**src/rtl/rtc_ms_pkg.sv**
```systemverilog
package rtc_ms_pkg;

   // Byte offsets decoded by software; their values are part of the contract.
   localparam int unsigned OFS_LIVE_SEC   = 32'h08;
   localparam int unsigned OFS_SHADOW_SEC = 32'h0C;
   localparam int unsigned OFS_MSEC       = 32'h10;

   // Highest offset decoded, used to check the address width.
   localparam int unsigned OFS_TOP        = OFS_MSEC;

   typedef enum logic [1:0] {
      SEL_NONE   = 2'd0,
      SEL_LIVE   = 2'd1,
      SEL_SHADOW = 2'd2,
      SEL_MSEC   = 2'd3
   } reg_sel_e;

endpackage

```
**src/rtl/rtc_msec_counter.sv**
```systemverilog
module rtc_msec_counter #(
   parameter int unsigned MS_PER_SEC = 1000,
   parameter int unsigned MS_W       = $clog2(MS_PER_SEC)
) (
   input  logic            clk,
   input  logic            rst_n,
   input  logic            tick_i,
   input  logic            clear_i,
   output logic [MS_W-1:0] ms_o,
   output logic            carry_o
);

   localparam logic [MS_W-1:0] MS_LAST = MS_W'(MS_PER_SEC - 1);

   logic [MS_W-1:0] ms_q;
   logic            at_last;

   assign at_last = (ms_q == MS_LAST);
   // A seconds load discards the carry of a coincident tick.
   assign carry_o = tick_i && at_last && !clear_i;
   assign ms_o    = ms_q;

   always_ff @(posedge clk) begin
      if (!rst_n) begin
         ms_q <= '0;
      end else if (clear_i) begin
         ms_q <= '0;
      end else if (tick_i) begin
         if (at_last) ms_q <= '0;
         else         ms_q <= ms_q + 1'b1;
      end
   end

   assert_ms_range_R3: assert property (@(posedge clk) disable iff (!rst_n)
      ms_q <= MS_LAST);

   assert_ms_step_R2: assert property (@(posedge clk) disable iff (!rst_n)
      (tick_i && !clear_i && !at_last) |=> (ms_q == $past(ms_q) + 1'b1));

   assert_ms_hold_R2: assert property (@(posedge clk) disable iff (!rst_n)
      (!tick_i && !clear_i) |=> $stable(ms_q));

   assert_ms_wrap_R3: assert property (@(posedge clk) disable iff (!rst_n)
      carry_o |=> (ms_q == '0));

   assert_ms_clear_R7: assert property (@(posedge clk) disable iff (!rst_n)
      clear_i |=> (ms_q == '0));

endmodule

```
**src/rtl/rtc_sec_counter.sv**
```systemverilog
module rtc_sec_counter #(
   parameter int unsigned SEC_W = 32
) (
   input  logic             clk,
   input  logic             rst_n,
   input  logic             inc_i,
   input  logic             load_i,
   input  logic [SEC_W-1:0] load_val_i,
   output logic [SEC_W-1:0] sec_o
);

   logic [SEC_W-1:0] sec_q;

   assign sec_o = sec_q;

   always_ff @(posedge clk) begin
      if (!rst_n)      sec_q <= '0;
      else if (load_i) sec_q <= load_val_i;
      else if (inc_i)  sec_q <= sec_q + 1'b1;
   end

   assert_sec_load_R7: assert property (@(posedge clk) disable iff (!rst_n)
      load_i |=> (sec_q == $past(load_val_i)));

   // Modular increment covers the all-ones to zero wrap.
   assert_sec_inc_R4: assert property (@(posedge clk) disable iff (!rst_n)
      (inc_i && !load_i) |=> (sec_q == $past(sec_q) + 1'b1));

   assert_sec_hold_R2: assert property (@(posedge clk) disable iff (!rst_n)
      (!inc_i && !load_i) |=> $stable(sec_q));

endmodule

```
**src/rtl/rtc_shadow_reg.sv**
```systemverilog
module rtc_shadow_reg #(
   parameter int unsigned SEC_W = 32
) (
   input  logic             clk,
   input  logic             rst_n,
   input  logic             capture_i,
   input  logic [SEC_W-1:0] sec_i,
   output logic [SEC_W-1:0] shadow_o
);

   logic [SEC_W-1:0] shadow_q;

   assign shadow_o = shadow_q;

   always_ff @(posedge clk) begin
      if (!rst_n)         shadow_q <= '0;
      else if (capture_i) shadow_q <= sec_i;
   end

   assert_shadow_take_R5: assert property (@(posedge clk) disable iff (!rst_n)
      capture_i |=> (shadow_q == $past(sec_i)));

   assert_shadow_hold_R6: assert property (@(posedge clk) disable iff (!rst_n)
      !capture_i |=> $stable(shadow_q));

endmodule

```
**src/rtl/rtc_reg_decode.sv**
```systemverilog
module rtc_reg_decode
   import rtc_ms_pkg::*;
#(
   parameter int unsigned ADDR_W   = 8,
   parameter int unsigned DATA_W   = 32,
   parameter int unsigned SEC_W    = 32,
   parameter int unsigned MS_W     = 10,
   parameter bit          READ_REG = 1'b1
) (
   input  logic              clk,
   input  logic              rst_n,
   input  logic              rd_en_i,
   input  logic              wr_en_i,
   input  logic [ADDR_W-1:0] addr_i,
   input  logic [SEC_W-1:0]  live_sec_i,
   input  logic [SEC_W-1:0]  shadow_sec_i,
   input  logic [MS_W-1:0]   ms_i,
   output logic              load_sec_o,
   output logic              capture_o,
   output logic [DATA_W-1:0] rdata_o,
   output logic              rd_valid_o
);

   localparam logic [ADDR_W-1:0] A_LIVE   = ADDR_W'(OFS_LIVE_SEC);
   localparam logic [ADDR_W-1:0] A_SHADOW = ADDR_W'(OFS_SHADOW_SEC);
   localparam logic [ADDR_W-1:0] A_MSEC   = ADDR_W'(OFS_MSEC);

   reg_sel_e          sel;
   logic [DATA_W-1:0] rd_mux;

   always_comb begin
      if      (addr_i == A_LIVE)   sel = SEL_LIVE;
      else if (addr_i == A_SHADOW) sel = SEL_SHADOW;
      else if (addr_i == A_MSEC)   sel = SEL_MSEC;
      else                         sel = SEL_NONE;
   end

   // Only the live seconds register accepts writes.
   assign load_sec_o = wr_en_i && (sel == SEL_LIVE);
   // Reading milliseconds freezes the seconds that belong with it.
   assign capture_o  = rd_en_i && (sel == SEL_MSEC);

   always_comb begin
      case (sel)
         SEL_LIVE:   rd_mux = DATA_W'(live_sec_i);
         SEL_SHADOW: rd_mux = DATA_W'(shadow_sec_i);
         SEL_MSEC:   rd_mux = DATA_W'(ms_i);
         default:    rd_mux = '0;
      endcase
   end

   generate
      if (READ_REG) begin : g_rd_flop
         logic [DATA_W-1:0] rdata_q;
         logic              valid_q;

         always_ff @(posedge clk) begin
            if (!rst_n) begin
               rdata_q <= '0;
               valid_q <= 1'b0;
            end else begin
               valid_q <= rd_en_i;
               rdata_q <= rd_en_i ? rd_mux : '0;
            end
         end

         assign rdata_o    = rdata_q;
         assign rd_valid_o = valid_q;

         assert_rd_latency_R10: assert property (@(posedge clk) disable iff (!rst_n)
            rd_en_i |=> rd_valid_o);

         assert_rd_single_R10: assert property (@(posedge clk) disable iff (!rst_n)
            !rd_en_i |=> !rd_valid_o);
      end else begin : g_rd_comb
         assign rdata_o    = rd_en_i ? rd_mux : '0;
         assign rd_valid_o = rd_en_i;
      end
   endgenerate

   assert_unmapped_zero_R9: assert property (@(posedge clk) disable iff (!rst_n)
      (sel == SEL_NONE) |-> (rd_mux == '0));

   assert_no_combined_access_R7: assert property (@(posedge clk) disable iff (!rst_n)
      !(rd_en_i && wr_en_i));

endmodule

```
**src/rtl/rtc_ms_shadow.sv**
```systemverilog
module rtc_ms_shadow
   import rtc_ms_pkg::*;
#(
   parameter int unsigned ADDR_W     = 8,
   parameter int unsigned DATA_W     = 32,
   parameter int unsigned SEC_W      = 32,
   parameter int unsigned MS_PER_SEC = 1000,
   parameter bit          READ_REG   = 1'b1
) (
   input  logic              clk,
   input  logic              rst_n,
   input  logic              tick_i,
   input  logic              rd_en_i,
   input  logic              wr_en_i,
   input  logic [ADDR_W-1:0] addr_i,
   input  logic [DATA_W-1:0] wdata_i,
   output logic [DATA_W-1:0] rdata_o,
   output logic              rd_valid_o
);

   localparam int unsigned MS_W = $clog2(MS_PER_SEC);

   initial begin : param_checks
      assert (MS_PER_SEC >= 2)
         else $error("MS_PER_SEC must be at least 2");
      assert (SEC_W <= DATA_W)
         else $error("SEC_W must fit in DATA_W");
      assert (MS_W <= DATA_W)
         else $error("millisecond field must fit in DATA_W");
      assert ((64'd1 << ADDR_W) > 64'(OFS_TOP))
         else $error("ADDR_W too narrow for the register offsets");
   end

   logic [MS_W-1:0]  ms_val;
   logic [SEC_W-1:0] live_sec;
   logic [SEC_W-1:0] shadow_sec;
   logic             carry;
   logic             load_sec;
   logic             capture;

   rtc_reg_decode #(
      .ADDR_W   (ADDR_W),
      .DATA_W   (DATA_W),
      .SEC_W    (SEC_W),
      .MS_W     (MS_W),
      .READ_REG (READ_REG)
   ) decode_i (
      .clk          (clk),
      .rst_n        (rst_n),
      .rd_en_i      (rd_en_i),
      .wr_en_i      (wr_en_i),
      .addr_i       (addr_i),
      .live_sec_i   (live_sec),
      .shadow_sec_i (shadow_sec),
      .ms_i         (ms_val),
      .load_sec_o   (load_sec),
      .capture_o    (capture),
      .rdata_o      (rdata_o),
      .rd_valid_o   (rd_valid_o)
   );

   rtc_msec_counter #(
      .MS_PER_SEC (MS_PER_SEC),
      .MS_W       (MS_W)
   ) msec_i (
      .clk     (clk),
      .rst_n   (rst_n),
      .tick_i  (tick_i),
      .clear_i (load_sec),
      .ms_o    (ms_val),
      .carry_o (carry)
   );

   rtc_sec_counter #(
      .SEC_W (SEC_W)
   ) sec_i (
      .clk        (clk),
      .rst_n      (rst_n),
      .inc_i      (carry),
      .load_i     (load_sec),
      .load_val_i (wdata_i[SEC_W-1:0]),
      .sec_o      (live_sec)
   );

   rtc_shadow_reg #(
      .SEC_W (SEC_W)
   ) shadow_i (
      .clk       (clk),
      .rst_n     (rst_n),
      .capture_i (capture),
      .sec_i     (live_sec),
      .shadow_o  (shadow_sec)
   );

   // Carry into seconds happens exactly when milliseconds fold back to zero.
   assert_carry_pair_R3: assert property (@(posedge clk) disable iff (!rst_n)
      (tick_i && !load_sec && ms_val == MS_W'(MS_PER_SEC - 1))
         |=> (ms_val == '0 && live_sec == $past(live_sec) + 1'b1));

   assert_pair_capture_R11: assert property (@(posedge clk) disable iff (!rst_n)
      (rd_en_i && addr_i == ADDR_W'(OFS_MSEC)) |=> (shadow_sec == $past(live_sec)));

endmodule

```
**config.mk**
```make
export PLATFORM = sky130hd
export DESIGN_NAME = rtc_ms_shadow
export DESIGN_NICKNAME = d
export VERILOG_FILES = /design/src/rtl/rtc_ms_pkg.sv /design/src/rtl/rtc_msec_counter.sv /design/src/rtl/rtc_sec_counter.sv /design/src/rtl/rtc_shadow_reg.sv /design/src/rtl/rtc_reg_decode.sv /design/src/rtl/rtc_ms_shadow.sv
export SDC_FILE = /design/constraint.sdc
export NUM_CORES = 1
export LEC_CHECK = 0
export ABC_AREA = 1
export CAP_MARGIN = 20
export CORE_MARGIN = 5
export CORE_UTILIZATION = 50
export DETAILED_ROUTE_END_ITERATION = 12
export PLACE_DENSITY_LB_ADDON = 0.05
export SETUP_SLACK_MARGIN = 0.5
export SLEW_MARGIN = 40
export SYNTH_ARGS = -nofsm -noshare
export SYNTH_HDL_FRONTEND = slang
export SYNTH_SLANG_ARGS = --single-unit
export TNS_END_PERCENT = 20
```
**constraint.sdc**
```tcl
create_clock -name clk -period 3.13 [get_ports clk]
set_input_delay 0.313 -clock clk [delete_from_list [all_inputs] [get_ports clk]]
set_output_delay 0.313 -clock clk [all_outputs]
set_load 0.03 [all_outputs]
```
Word-level counts from Yosys, hierarchy flattened
Cells that the tools add are included.

Add/sub/neg operators: 2. Equal/unequal tests: 7. Muxes and demuxes: 7. Bitwise operators: 1. Reduce and logical (&&, ||, !) cells: 8.

Operator list (count): $pmux 32 s3 (1); $mux 32 (2); $add 32x1->32 const B (1); $eq 8x4->1 const B (2); $add 10x1->10 const B (1); $eq 10x10->1 const B (1); $mux 10 (1); $eq 8x5->1 const B (1); $mux 2 (3); $eq 2x2->1 const B (2); $logic_and 1x1->1 (4); $eq 2x1->1 const B (1); $reduce_and 2->1 (1); $reduce_bool 2->1 (1); $reduce_or 2->1 (1); $logic_not 1->1 (1); $not 1->1 (1).

Bits in registers: 107. Output and inout port bits: 33.

Logic depth before layout (Yosys ltp)
Gate-level depths: netlist of the first run.

Word-level depth: 10. Depth in mapped cells: 10. Gate-level depth less buffers: 10.

By module
Synthesis of the first run repeated with hierarchy kept, for this count alone.

Cells, all modules: 839. Area total of the unflattened synthesis: 5814.3 µm².

By module, submodules not included: rtc_sec_counter (times used 1, cells each 336, area an instance 2194.6 µm², seq. area each 640.6 µm²); rtc_reg_decode (times used 1, cells each 221, area an instance 1701.6 µm², seq. area each 660.6 µm²); rtc_shadow_reg (times used 1, cells each 202, area an instance 1335.0 µm², seq. area each 640.6 µm²); rtc_msec_counter (times used 1, cells each 80, area an instance 583.1 µm², seq. area each 200.2 µm²).

Least setup slack after synthesis of the first run
No wires, ideal clock.

Path kind: register to register. Start: register msec_i.ms_q[0] (netlist: msec_i.ms_o[0]). End: register sec_i.sec_q[15] (netlist: sec_i.sec_o[15]). Setup time: 116 ps. Data arrival time: 1419 ps. Slack: 1594 ps. Stages on the path, launching flop included: 10. Path buffers: 1. Cell sequence: dfxtp_1 ha_1 nand2_1 nor2_2 nand4_4 nand3_1 inv_2 clkbuf_1 nand2_1 nand2_1.

Longest elaborated chain between the ends: 4.

Ends and longest elaborated chain: start, declared (RTL line rtc_msec_counter.sv:15) `logic [MS_W-1:0] ms_q;`; start signal, assigned (RTL line rtc_msec_counter.sv:30) `else ms_q <= ms_q + 1'b1;`; $eq 10x10->1 (RTL line rtc_msec_counter.sv:18) `assign at_last = (ms_q == MS_LAST);`; $logic_and 1x1->1 (2 in a row) (RTL line rtc_msec_counter.sv:20) `assign carry_o = tick_i && at_last && !clear_i;`; $reduce_bool 2->1 (no line); end signal, assigned (RTL line rtc_sec_counter.sv:18) `else if (load_i) sec_q <= load_val_i;`; end signal, assigned (RTL line rtc_sec_counter.sv:19) `else if (inc_i) sec_q <= sec_q + 1'b1;`; end, declared (RTL line rtc_sec_counter.sv:12) `logic [SEC_W-1:0] sec_q;`.

Every way passes these cells. A chain may end at the register's enable or synchronous reset.

Worst setup path after layout of the first run
Start: input addr_i[1]. End: register shadow_i.shadow_q[8] (netlist: shadow_i.shadow_o[8]).

Longest elaborated chain between the ends: 6.

Ends and longest elaborated chain: start, declared (RTL line rtc_ms_shadow.sv:15) `input logic [ADDR_W-1:0] addr_i,`; $eq 8x5->1 (RTL line rtc_reg_decode.sv:34) `else if (addr_i == A_MSEC) sel = SEL_MSEC;`; $mux 2 (RTL line rtc_reg_decode.sv:34); $mux 2 (RTL line rtc_reg_decode.sv:33) `else if (addr_i == A_SHADOW) sel = SEL_SHADOW;`; $mux 2 * (RTL line rtc_reg_decode.sv:32) `if (addr_i == A_LIVE) sel = SEL_LIVE;`; $eq 2x2->1 * (RTL line rtc_reg_decode.sv:41) `assign capture_o = rd_en_i && (sel == SEL_MSEC);`; $logic_and 1x1->1 * (RTL line rtc_reg_decode.sv:41); end signal, assigned (RTL line rtc_shadow_reg.sv:17) `else if (capture_i) shadow_q <= sec_i;`; end, declared (RTL line rtc_shadow_reg.sv:11) `logic [SEC_W-1:0] shadow_q;`.

Mark *: on every way between the ends. The rest lies on a longest branch, timed or not.

==> summary.txt, run 1 <==
Outcome = complete, no violations
Register area share after synthesis = 40.16%
Final HPWL from detailed placement = 11520 um
Nets = 909
Synthesis-stage register bit count = 107
Crit path time final = 2.027 ns
# IOs = 78
P_leak = 2.483 nW
IO Port Bufs = 77
Overall routed net length = 15500 um
Total CTS buffers = 9
Global route overflow = 0
Syn_nets = 844
Max Root-Sink Buffers = 2
H-tree depth = 3
Vias per cell = 5.388
Peak supply drop = 0.1894 mV
Critical path class = primary input to flip-flop
Dpl cells = 987
Die Width = 113.3 um
Post-CTS resize count = 0
Setup bufs post-CTS = 0
Final ANT Viol Nets = 0
Worst EP required = 3.38 ns
CTS tree = yes
Crit Path Max Fanout = 18
Ant. Diodes = 0
Routability congestion estimate from global placement = 0.9346
Part of the cycle the worst path needs = 64.76%
Delay-heaviest family, CP = simple AND/OR/NAND/NOR gates
Die area = 0.01283 mm2
CTS root buffer = clkbuf_8
# rows = 37
Worst setup margin = 1.103 ns
TritonRoute pass-1 iters = 5
Worst Tran Pin Value = 0.5886 ns
Filler cells = 1022
CP peak stage delay = 0.40 ns
Drt wl/cell = 15.45 um
Slew Limit Fails = 0
Max Fclk = 0.4933 GHz
Final setup fails = 0
Cts hold-fix bufs = 0
Netlist cell types = 34
Starting Density = 51.44%
Pwr Density = 363.5 mW/mm2
Tot GR Track Use = 24.24%
CP Launch Type = primary input
Non-Filler Instances = 1003
Worst slack at placement = 0.7069 ns
Skew final = 0.01063 ns
Final hold vios = 0
Layout area overhead = 19.14%
Vias in the first global route = 5003
Crit path capture type = flip-flop
Clk_lat worst skew = 0.38 ns
Worst path cell trace = clkdlybuf4s50_1 > inv_1 > nand2_2 > nor3_1 > nand2_1 > inv_1 > nand2_1 > o21ai_0 > a21oi_1
CTS clk-pin slew, worst paths = 0.10 ns
First-pass GRT wire length = 25060 um
Critical path's slowest cell = clkdlybuf4s50_1
RSZ-0062 raised after global routing = false
Die height = 113.3 um
Pin count of the biggest net entering global routing = 35
Yosys warnings = 0
Hold/Removal Path Class = flip-flop to flip-flop
Slew headroom = 60.67%
Register-to-register setup slack = 1.11 ns
CP Buf/Inv Count = 3
DRC viols = 0
Netlist Area Pre-Place = 0.005334 mm2
Avg Cell Area, Syn = 6.692 um2
Instance count of the mapped netlist = 797
Setup TNS = 0 ns
Hold_ws = 0.4571 ns
Num Clock Sinks = 107
Initial drt markers = 455
Core area = 0.01037 mm2
Share of cells above drive strength 1 = 5.536%
Initial antenna violation count = 0
# Max-Cap Violations = 0
Via count = 5404
Arr. time, crit path = 2.28 ns
[power breakdown]
part / switching [mW] / leakage, nW / internal [mW] / total, mW
sequential: 0.00385 / 0.862 / 1.36 / 1.37
clock: 0.513 / 0.0901 / 0.305 / 0.817
combinational: 0.0589 / 1.53 / 0.0647 / 0.124
[synthesized netlist by cell type, drive strengths merged]
cell    number  area share (%)
o211ai       3            0.42
clkbuf       8            0.56
inv         89             6.3
xnor2        1            0.16
nand4       24             3.1
a211oi       1            0.14
nor3        15             1.4
nand3       49             4.9
ha           2            0.47
buf         24             2.9
o22ai        7            0.82
a21oi       57             5.3
nand3b       2            0.28
nand2      183              13
clkinv       1           0.070
and2         1            0.12
nor2       137              11
o21ai       76             7.1
dfxtp      107              40
xor2         7             1.1
or2          3            0.35
[metrics by stage]
step           total power [mW]  cell area [um2]  util, %
2_1_floorplan             1.448             5334        -
5_1_grt                   2.407             6355    61.28
4_1_cts                   2.331             6355    61.28
6_report                  2.310             6355    61.28
3_3_place_gp              1.520             6171    59.51
3_5_place_dp              1.522             6171    59.51
[layout make-up]
class | instances | area [um2] | area share, %
well taps | 136 | 170.2 | 2.678
clock inverters | 7 | 60.06 | 0.9451
repair buffers | 86 | 850.8 | 13.39
clock buffers | 9 | 123.9 | 1.949
multi-input cells | 568 | 2670 | 42.02
flip-flops and latches | 107 | 2142 | 33.71
inverters | 90 | 337.8 | 5.316
[metal layers]
metal | routed length [um] | track usage [%]
met1 | 7169 | 34.85
met2 | 7003 | 38.07
met3 | 1090 | 2.834
met4 | 233 | 7.452
met5 | 0 | 0
[cell usage in the layout, fill, tap and decap left out, types with 4 or more instances in the layout]
master / count
o22ai_1: 7
nor2_2: 8
nand2_1: 178
nor2_1: 125
o21ai_0: 60
dfxtp_1: 107
buf_4: 8
o21ai_1: 16
xor2_1: 7
nand2_4: 4
clkdlybuf4s50_1: 77
clkbuf_8: 9
a21oi_1: 57
inv_1: 86
nand4_1: 23
nand3_1: 47
nor3_1: 15
[worst reg2reg max path: cells and delay by family, from the launching register on]
| kind | cells | cell delay [ns] |
|---|---|---|
| flip-flops | 1 | 0.49 |
| AO/OA/AOI/OAI | 1 | 0.11 |
| AND/OR/NAND/NOR | 8 | 1.05 |
| adder cells (fa/ha/maj) | 1 | 0.28 |
[final timing paths]
path | from | to | cells past startpoint
hold / removal | shadow_i.shadow_o[8]$_SDFFE_PN0P_ | shadow_i.shadow_o[8]$_SDFFE_PN0P_ | 2
setup reg to reg | sec_i.sec_o[1]$_SDFFE_PN0P_ | sec_i.sec_o[24]$_SDFFE_PN0P_ | 10
setup / recovery | addr_i[1] | shadow_i.shadow_o[8]$_SDFFE_PN0P_ | 9
hold reg to reg | shadow_i.shadow_o[8]$_SDFFE_PN0P_ | shadow_i.shadow_o[8]$_SDFFE_PN0P_ | 2
[state kept, by name, summed over array words and instances (netlist names)]
register / flops
msec_i.ms_o: 10
decode_i.rdata_o: 32
decode_i.rd_valid_o: 1
shadow_i.shadow_o: 32
sec_i.sec_o: 32
[cell families (layout without fill, tap and decap cells)]
logic type / Yosys count / after routing / share of synthesized area, %
xor gates and xnor gates: 8 / 8 / 1.314
adders and majority gates: 2 / 2 / 0.4691
DFF: 107 / 107 / 40.16
buffers and inverters: 122 / 192 / 9.782
and+or+nand+nor: 414 / 414 / 34.41
AOI/OAI and AO/OA: 144 / 144 / 13.86
Note: power is estimated with default switching activity, not from simulation.
==> run 2, diff against run 1 <==
--- a/config.mk
+++ b/config.mk
@@ -8,7 +8,7 @@
 export ABC_AREA = 1
 export CAP_MARGIN = 20
 export CORE_MARGIN = 5
-export CORE_UTILIZATION = 50
+export CORE_UTILIZATION = 49
 export DETAILED_ROUTE_END_ITERATION = 12
 export PLACE_DENSITY_LB_ADDON = 0.05
 export SETUP_SLACK_MARGIN = 0.5
==> constraint.sdc (replaced) <==
create_clock -name clk -period 1.69 [get_ports clk]
set_input_delay 0.169 -clock clk [delete_from_list [all_inputs] [get_ports clk]]
set_output_delay 0.169 -clock clk [all_outputs]
set_load 0.03 [all_outputs]
==> run 2 against run 1 <==
Sequential cell count stayed put. Setup slack lost 0.94 ns. Clock power is 100% higher. Count of clock-buffer cells in the layout up 1. Sequential power rose by 84%.
==> summary.txt, run 2 (synthesized netlist as in run 1, its figures left out) <==
Hold Path Stages = 3 (+1)
Pwr Density = 613.5 mW/mm2 (+69%)
Vias per cell = 5.265 (-2.3%)
Finished Cell Area = 0.007227 mm2 (+14%)
Ant. Diodes = 0 (unchanged)
Skew final = 0.009946 ns (-0.0006883 ns)
Worst EP required = 2.00 ns (-1.38 ns)
Overall routed net length = 16880 um (+9.0%)
Area after DPL = 0.006784 mm2 (+9.9%)
Setup TNS = 0 ns (unchanged)
Crit path time final = 1.530 ns
RSZ-0062 raised after global routing = true
Worst reg2reg startpoint = msec_i.ms_o[1]$_SDFFE_PP0P_
CTS clk-pin slew, worst paths = 0.12 ns (+0.02 ns)
IO Port Bufs = 77 (unchanged)
Final HPWL from detailed placement = 12610 um (+9.4%)
Die area = 0.01307 mm2 (+1.9%)
Final hold vios = 0 (unchanged)
CP Launch Type = flip-flop
Hold/Removal Path Class = primary input to flip-flop
Final ANT Viol Nets = 0 (unchanged)
Slew headroom = 74.47% (+14 points)
P_leak = 3.106 nW (+25%)
Global route overflow = 0 (unchanged)
Crit path from = msec_i.ms_o[1]$_SDFFE_PP0P_
Register-to-register setup slack = 0.16 ns (-0.95 ns)
Via count = 5728 (+6.0%)
Die height = 114.3 um (+0.93%)
H-tree depth = 3 (unchanged)
Initial drt markers = 384 (-16%)
DRC viols = 0 (unchanged)
Slew Limit Fails = 0 (unchanged)
TritonRoute pass-1 iters = 5 (unchanged)
# Max-Cap Violations = 0 (unchanged)
Max Root-Sink Buffers = 2 (unchanged)
CTS tree = yes
Peak supply drop = 0.5151 mV (+170%)
Arr. time, crit path = 1.84 ns (-0.44 ns)
Part of the cycle the worst path needs = 90.55%
Tot GR Track Use = 26.67% (+2.4 points)
Clk_lat worst skew = 0.41 ns (+0.03 ns)
Drt wl/cell = 15.52 um (+0.44%)
Pin count of the biggest net entering global routing = 30 (-14%)
Vias in the first global route = 5372 (+7.4%)
Outcome = complete, no violations
Total CTS buffers = 9 (unchanged)
CTS root buffer = clkbuf_8
Routability congestion estimate from global placement = 0.8768 (-6.2%)
Critical path class = flip-flop to flip-flop
Reg2Reg Capture Point = msec_i.ms_o[8]$_SDFFE_PP0P_
Final setup fails = 0 (unchanged)
Layout area overhead = 35.49%
Initial antenna violation count = 0 (unchanged)
Die Width = 114.3 um (+0.93%)
Nets = 990 (+8.9%)
Worst Hold End = sec_i.sec_o[1]$_SDFFE_PN0P_
First-pass GRT wire length = 27280 um (+8.8%)
Core area = 0.01075 mm2 (+3.6%)
Crit path capture type = flip-flop
Worst Min Path Start = wdata_i[1]
# rows = 38 (+2.7%)
Max Fclk = 0.6535 GHz
Commonest non-fill, non-tap cell in the layout = nand2_1
Reg2Reg Depth = 8 (-2)
Worst Tran Pin Value = 0.3821 ns (-0.2065 ns)
Starting Density = 49.64% (-1.8 points)
# IOs = 78 (unchanged)
Crit Path Max Fanout = 2 (-16)
Num Clock Sinks = 107 (unchanged)
Most frequent cells in the layout = 165 x nand2_1, 105 x nor2_1, 88 x dfxtp_1
Share of cells above drive strength 1 = 22.26% (+17 points)
run 2: cell types whose count changed in the layout (fill, tap and decap cells not counted), sizes merged:
cell and change:
clkinvlp -1, clkdlybuf4s50 -33, dlygate4sd2 +14, clkbuf +1, nand2 +1, buf +99
run 2: per-stage QoR:
step	hold WS (ns)	cells	utilization (%)	setup slack, ns	power (mW)
after floorplan	0.3026	797	-	0.2852	2.686
after global placement	0.4319	1057	63.13	-0.1144	2.847
after detailed placement	0.4437	1057	63.13	-0.1547	2.852
after CTS	0.2744	1082	65.75	0.1939	4.478
after global routing	0.2993	1088	67.26	0.06231	4.590
final	0.2916	1088	67.26	0.1597	4.434
run 2: timing repair:
| action | CTS | global route |
|---|---|---|
| pin swaps | 12 | 18 |
| setup buffers | 8 | 6 |
| setup endpoints to repair | 138 | 120 |
| gates resized for setup | 146 | 45 |
| hold buffers | 0 | 0 |
| cloned | 1 | 0 |
| hold endpoints to repair | 0 | 0 |
run 2: worst max path at each step:
| stage | slack (ns) | end |
|---|---|---|
| after CTS | 0.19 | sec_i.sec_o[27]$_SDFFE_PN0P_ |
| after detailed placement | -0.15 | shadow_i.shadow_o[24]$_SDFFE_PN0P_ |
| final | 0.16 | msec_i.ms_o[8]$_SDFFE_PP0P_ |
| after global placement | -0.11 | decode_i.rdata_o[23]$_SDFF_PN0_ |
| after global routing | 0.06 | msec_i.ms_o[8]$_SDFFE_PP0P_ |
| after floorplan | 0.29 | sec_i.sec_o[17]$_SDFFE_PN0P_ |
run 2: critical path, cell delays in order (launching register included):
cell	delay, ns
dfxtp_4	0.38
ha_4	0.14
nand2_4	0.06
buf_4	0.14
nor3_1	0.22
inv_1	0.09
nor2_1	0.15
xor2_1	0.19
nor2_1	0.06
run 2: area by class of cell:
type                    count  area [um2]
fillers                   985        3518
multi-input cells         569        2905
flip-flops and latches    107        2191
repair buffers            166        1416
inverters                  90       337.8
well taps                 140       175.2
clock buffers              10       137.6
clock inverters             6       63.81
run 2: per-layer routing:
metal  up-vias  GRT usage, %  routed length, um
met3        23         6.554               1436
li1       2863             -                  -
met5         -             0                  0
met1      2624         35.96               7580
met4         0         7.759                237
met2       218         42.51               7630
run 2: power by group:
part	internal (mW)	switching [mW]
Combinational	0.146	0.125
Sequential	2.51	0.00628
Clock	0.620	1.02
==> run 3, diff against run 2 <==
--- a/config.mk
+++ b/config.mk
@@ -5,10 +5,10 @@
 export SDC_FILE = /design/constraint.sdc
 export NUM_CORES = 1
 export LEC_CHECK = 0
-export ABC_AREA = 1
+export ABC_AREA = 0
 export CAP_MARGIN = 20
 export CORE_MARGIN = 5
-export CORE_UTILIZATION = 49
+export CORE_UTILIZATION = 47
 export DETAILED_ROUTE_END_ITERATION = 12
 export PLACE_DENSITY_LB_ADDON = 0.05
 export SETUP_SLACK_MARGIN = 0.5
==> run 3 against run 2 <==
The flow now finishes with violations (negative setup slack). Synthesized cell count is 33% lower. Global-route usage is 2.9 points lower. Cell area is 3.1% lower. Worst hold slack better by 0.11 ns. Fmax is 24% lower. Largest power group unchanged. Highest routed layer unchanged.
==> summary.txt, run 3 <==
Max Root-Sink Buffers = 2 (unchanged)
Crit path time final = 2.024 ns (+0.4940 ns)
Cell depth of the worst setup path = 6 (-2)
Layout area overhead = 56.69%
RSZ-0062 raised after global routing = true
Arr. time, crit path = 2.29 ns (+0.45 ns)
Setup TNS = -5.412 ns (-5.412 ns)
Routability congestion estimate from global placement = 0.9137 (+4.2%)
Ant. Diodes = 0 (unchanged)
Instance count of the mapped netlist = 532 (-33%)
Final hold vios = 0 (unchanged)
Commonest non-fill, non-tap cell in the layout = dfxtp_1
Most used DFF post-synth = dfxtp_1
# IOs = 78 (unchanged)
Dpl cells = 770 (-27%)
Die height = 107.5 um (-6.0%)
Clk pwr share = 36.0% (-1.0 points)
Cell with the most instances after synthesis = dfxtp_1
Finished Cell Area = 0.007003 mm2 (-3.1%)
DRC viols = 0 (unchanged)
Nets = 709 (-28%)
IO Port Bufs = 77 (unchanged)
Critical path's slowest cell = or4_4
Worst Tran Pin Value = 0.3663 ns (-0.01577 ns)
Area after DPL = 0.005981 mm2 (-12%)
Final ANT Viol Nets = 0 (unchanged)
Avg Cell Area, Syn = 8.401 um2 (+26%)
Synth top area share = 47.93% (+7.8 points)
CTS clk-pin slew, worst paths = 0.11 ns (about the same)
Top cells by count, synth = 107 x dfxtp_1, 77 x nand2_1, 62 x a21oi_1, 52 x nor2_1, 37 x clkbuf_1
H-tree depth = 3 (unchanged)
Part of the cycle the worst path needs = 119.8% (+29 points)
Delay-heaviest family, CP = simple AND/OR/NAND/NOR gates
Crit Path Max Fanout = 5 (+3)
Worst reg2reg startpoint = msec_i.ms_o[4]$_SDFFE_PP0P_
Peak supply drop = 0.4673 mV (-9.3%)
Crit path capture type = flip-flop
Synthesis-stage register bit count = 107 (unchanged)
CP Launch Type = flip-flop
Final HPWL from detailed placement = 8760 um (-31%)
Number of flops mapped to enable cells by yosys = 0 (unchanged)
Crit path from = msec_i.ms_o[4]$_SDFFE_PP0P_
Pwr Total = 4.343 mW (-2.1%)
Switching pwr = 1.076 mW (-6.6%)
Sw Share = 24.79% (-1.2 points)
CTS tree = yes
Syn_nets = 579 (-31%)
Reg2Reg Capture Point = sec_i.sec_o[13]$_SDFFE_PN0P_
Skew final = 0.01264 ns (+0.002692 ns)
Overall routed net length = 14390 um (-15%)
TritonRoute pass-1 iters = 6 (+1)
Worst slack at placement = -0.5912 ns (-0.4365 ns)
Die area = 0.01156 mm2 (-12%)
Share of cells above drive strength 1 = 41.08% (+19 points)
Reg2Reg Depth = 6 (-2)
Vias per cell = 5.651 (+7.3%)
Slew Limit Fails = 0 (unchanged)
CP peak stage delay = 0.50 ns (+0.12 ns)
Non-Filler Instances = 796 (-27%)
Netlist Area Pre-Place = 0.004469 mm2 (-16%)
Initial antenna violation count = 0 (unchanged)
Register-to-register setup slack = -0.33 ns (-0.49 ns)
Yosys warnings = 0 (unchanged)
Netlist cell types = 34 (unchanged)
Slew headroom = 75.40% (+0.93 points)
Int Pwr = 3.266 mW (-0.46%)
Initial drt markers = 218 (-43%)
CTS root buffer = clkbuf_8
Clk_lat worst skew = 0.37 ns (-0.04 ns)
Worst EP required = 1.95 ns (-0.05 ns)
Hold/Removal Path Class = primary input to flip-flop
Total CTS buffers = 9 (unchanged)
Register area share after synthesis = 47.93% (+7.8 points)
Starting Density = 48.37% (-1.3 points)
Largest cells by area after synthesis = dfxtp_1 48%, a21oi_1 6.9%, nand2_1 6.5%
Worst setup margin = -0.3343 ns (-0.4940 ns)
Combinational share of power = 5.7% (-0.4 points)
Critical path endpoint = sec_i.sec_o[13]$_SDFFE_PN0P_
Global route overflow = 0 (unchanged)
Worst path cell trace = or3b_4 > or4_4 > buf_4 > nor4_4 > xnor2_1 > a21oi_1
Pin count of the biggest net entering global routing = 35 (+17%)
Core area = 0.009240 mm2 (-14%)
Max Fclk = 0.4940 GHz (-24%)
Outcome = finished with violations
Failing checks = negative setup slack
Critical path class = flip-flop to flip-flop
Pwr Density = 620.1 mW/mm2 (+1.1%)
Post-synth top area cell = dfxtp_1
Die Width = 107.5 um (-6.0%)
Num Clock Sinks = 107 (unchanged)
First-pass GRT wire length = 21760 um (-20%)
Cts hold-fix bufs = 0 (unchanged)
P_leak = 2.631 nW (-15%)
Drt wl/cell = 18.08 um (+17%)
Most frequent cells in the layout = 102 x dfxtp_1, 61 x buf_4, 50 x nor2_1
Sequential power share = 58.3% (+1.5 points)
CP Buf/Inv Count = 1 (-1)
# rows = 35 (-7.9%)
Final setup fails = 25 (+25)
Tot GR Track Use = 23.75% (-2.9 points)
Post-synth ARST share = 0% (unchanged)
# Max-Cap Violations = 0 (unchanged)
Vias in the first global route = 4267 (-21%)
Via count = 4498 (-21%)
run 3: worst register-to-register path: cells and delay by family (launching register included):
family	cells	cell delay (ns)
compound gates	1	0.09
xor+xnor	1	0.16
buf+inv	1	0.18
flops	1	0.34
simple gates	3	1.16
run 3: area by class of cell:
cell class | instances | area, um2
clock buffers | 10 | 137.6
clock inverters | 6 | 60.06
fillers | 636 | 2237
inverters | 3 | 11.26
multi-input cells | 384 | 2939
flip-flops and latches | 107 | 2148
well taps | 129 | 161.4
repair buffers | 157 | 1545
run 3: metal layers:
| layer | vias to the layer above | part of all wire, % | track usage [%] |
|---|---|---|---|
| met2 | 180 | 46 | 36.99 |
| met3 | 27 | 6.5 | 3.659 |
| met1 | 2155 | 46 | 34.02 |
| li1 | 2136 | - | - |
| met4 | 0 | 2.3 | 6.763 |
| met5 | - | 0 | 0 |
run 3: worst min-delay path by stage:
stage / startpoint / to / slack [ns] / depth (start not counted)
after floorplan: rst_n / decode_i.rd_valid_o$_SDFF_PN0_ / 0.31 / 1
after global placement: shadow_i.shadow_o[15]$_SDFFE_PN0P_ / shadow_i.shadow_o[15]$_SDFFE_PN0P_ / 0.44 / 2
after detailed placement: shadow_i.shadow_o[16]$_SDFFE_PN0P_ / shadow_i.shadow_o[16]$_SDFFE_PN0P_ / 0.45 / 2
after CTS: wdata_i[21] / sec_i.sec_o[21]$_SDFFE_PN0P_ / 0.40 / 3
after global routing: wdata_i[22] / sec_i.sec_o[22]$_SDFFE_PN0P_ / 0.42 / 3
final: wdata_i[21] / sec_i.sec_o[21]$_SDFFE_PN0P_ / 0.40 / 3
run 3: cell families (layout without fill, tap and decap cells):
family / count (synthesis) / after routing / synth area share (%)
DFF: 107 / 107 / 47.93
AOI/OAI and AO/OA: 137 / 137 / 18.25
xor gates and xnor gates: 39 / 39 / 7.643
muxes: 1 / 1 / 0.2240
and+or+nand+nor: 205 / 205 / 21.78
adders and majority gates: 2 / 2 / 0.5598
buffers and inverters: 41 / 176 / 3.611
run 3: metrics by stage:
step | hold slack (ns) | utilization, %
2_1_floorplan | 0.3133 | -
3_3_place_gp | 0.4414 | 64.73
3_5_place_dp | 0.4461 | 64.73
4_1_cts | 0.4016 | 73.51
5_1_grt | 0.4155 | 75.79
6_report | 0.4039 | 75.79
run 3: what timing repair did:
item	4_1_cts	5_1_grt
gates cloned	5	1
resized for setup	242	88
buffers inserted	3	1
pin swaps	147	114
endpoints found under the setup margin	139	119
run 3: power groups by stage:
stage	clock network [mW]	logic, mW	registers [mW]
4_1_cts	1.56	0.237	2.53
3_5_place_dp	0	0.226	2.59
2_1_floorplan	0	0.0670	2.59
5_1_grt	1.69	0.263	2.53
3_3_place_gp	0	0.224	2.59
6_report	1.56	0.249	2.53
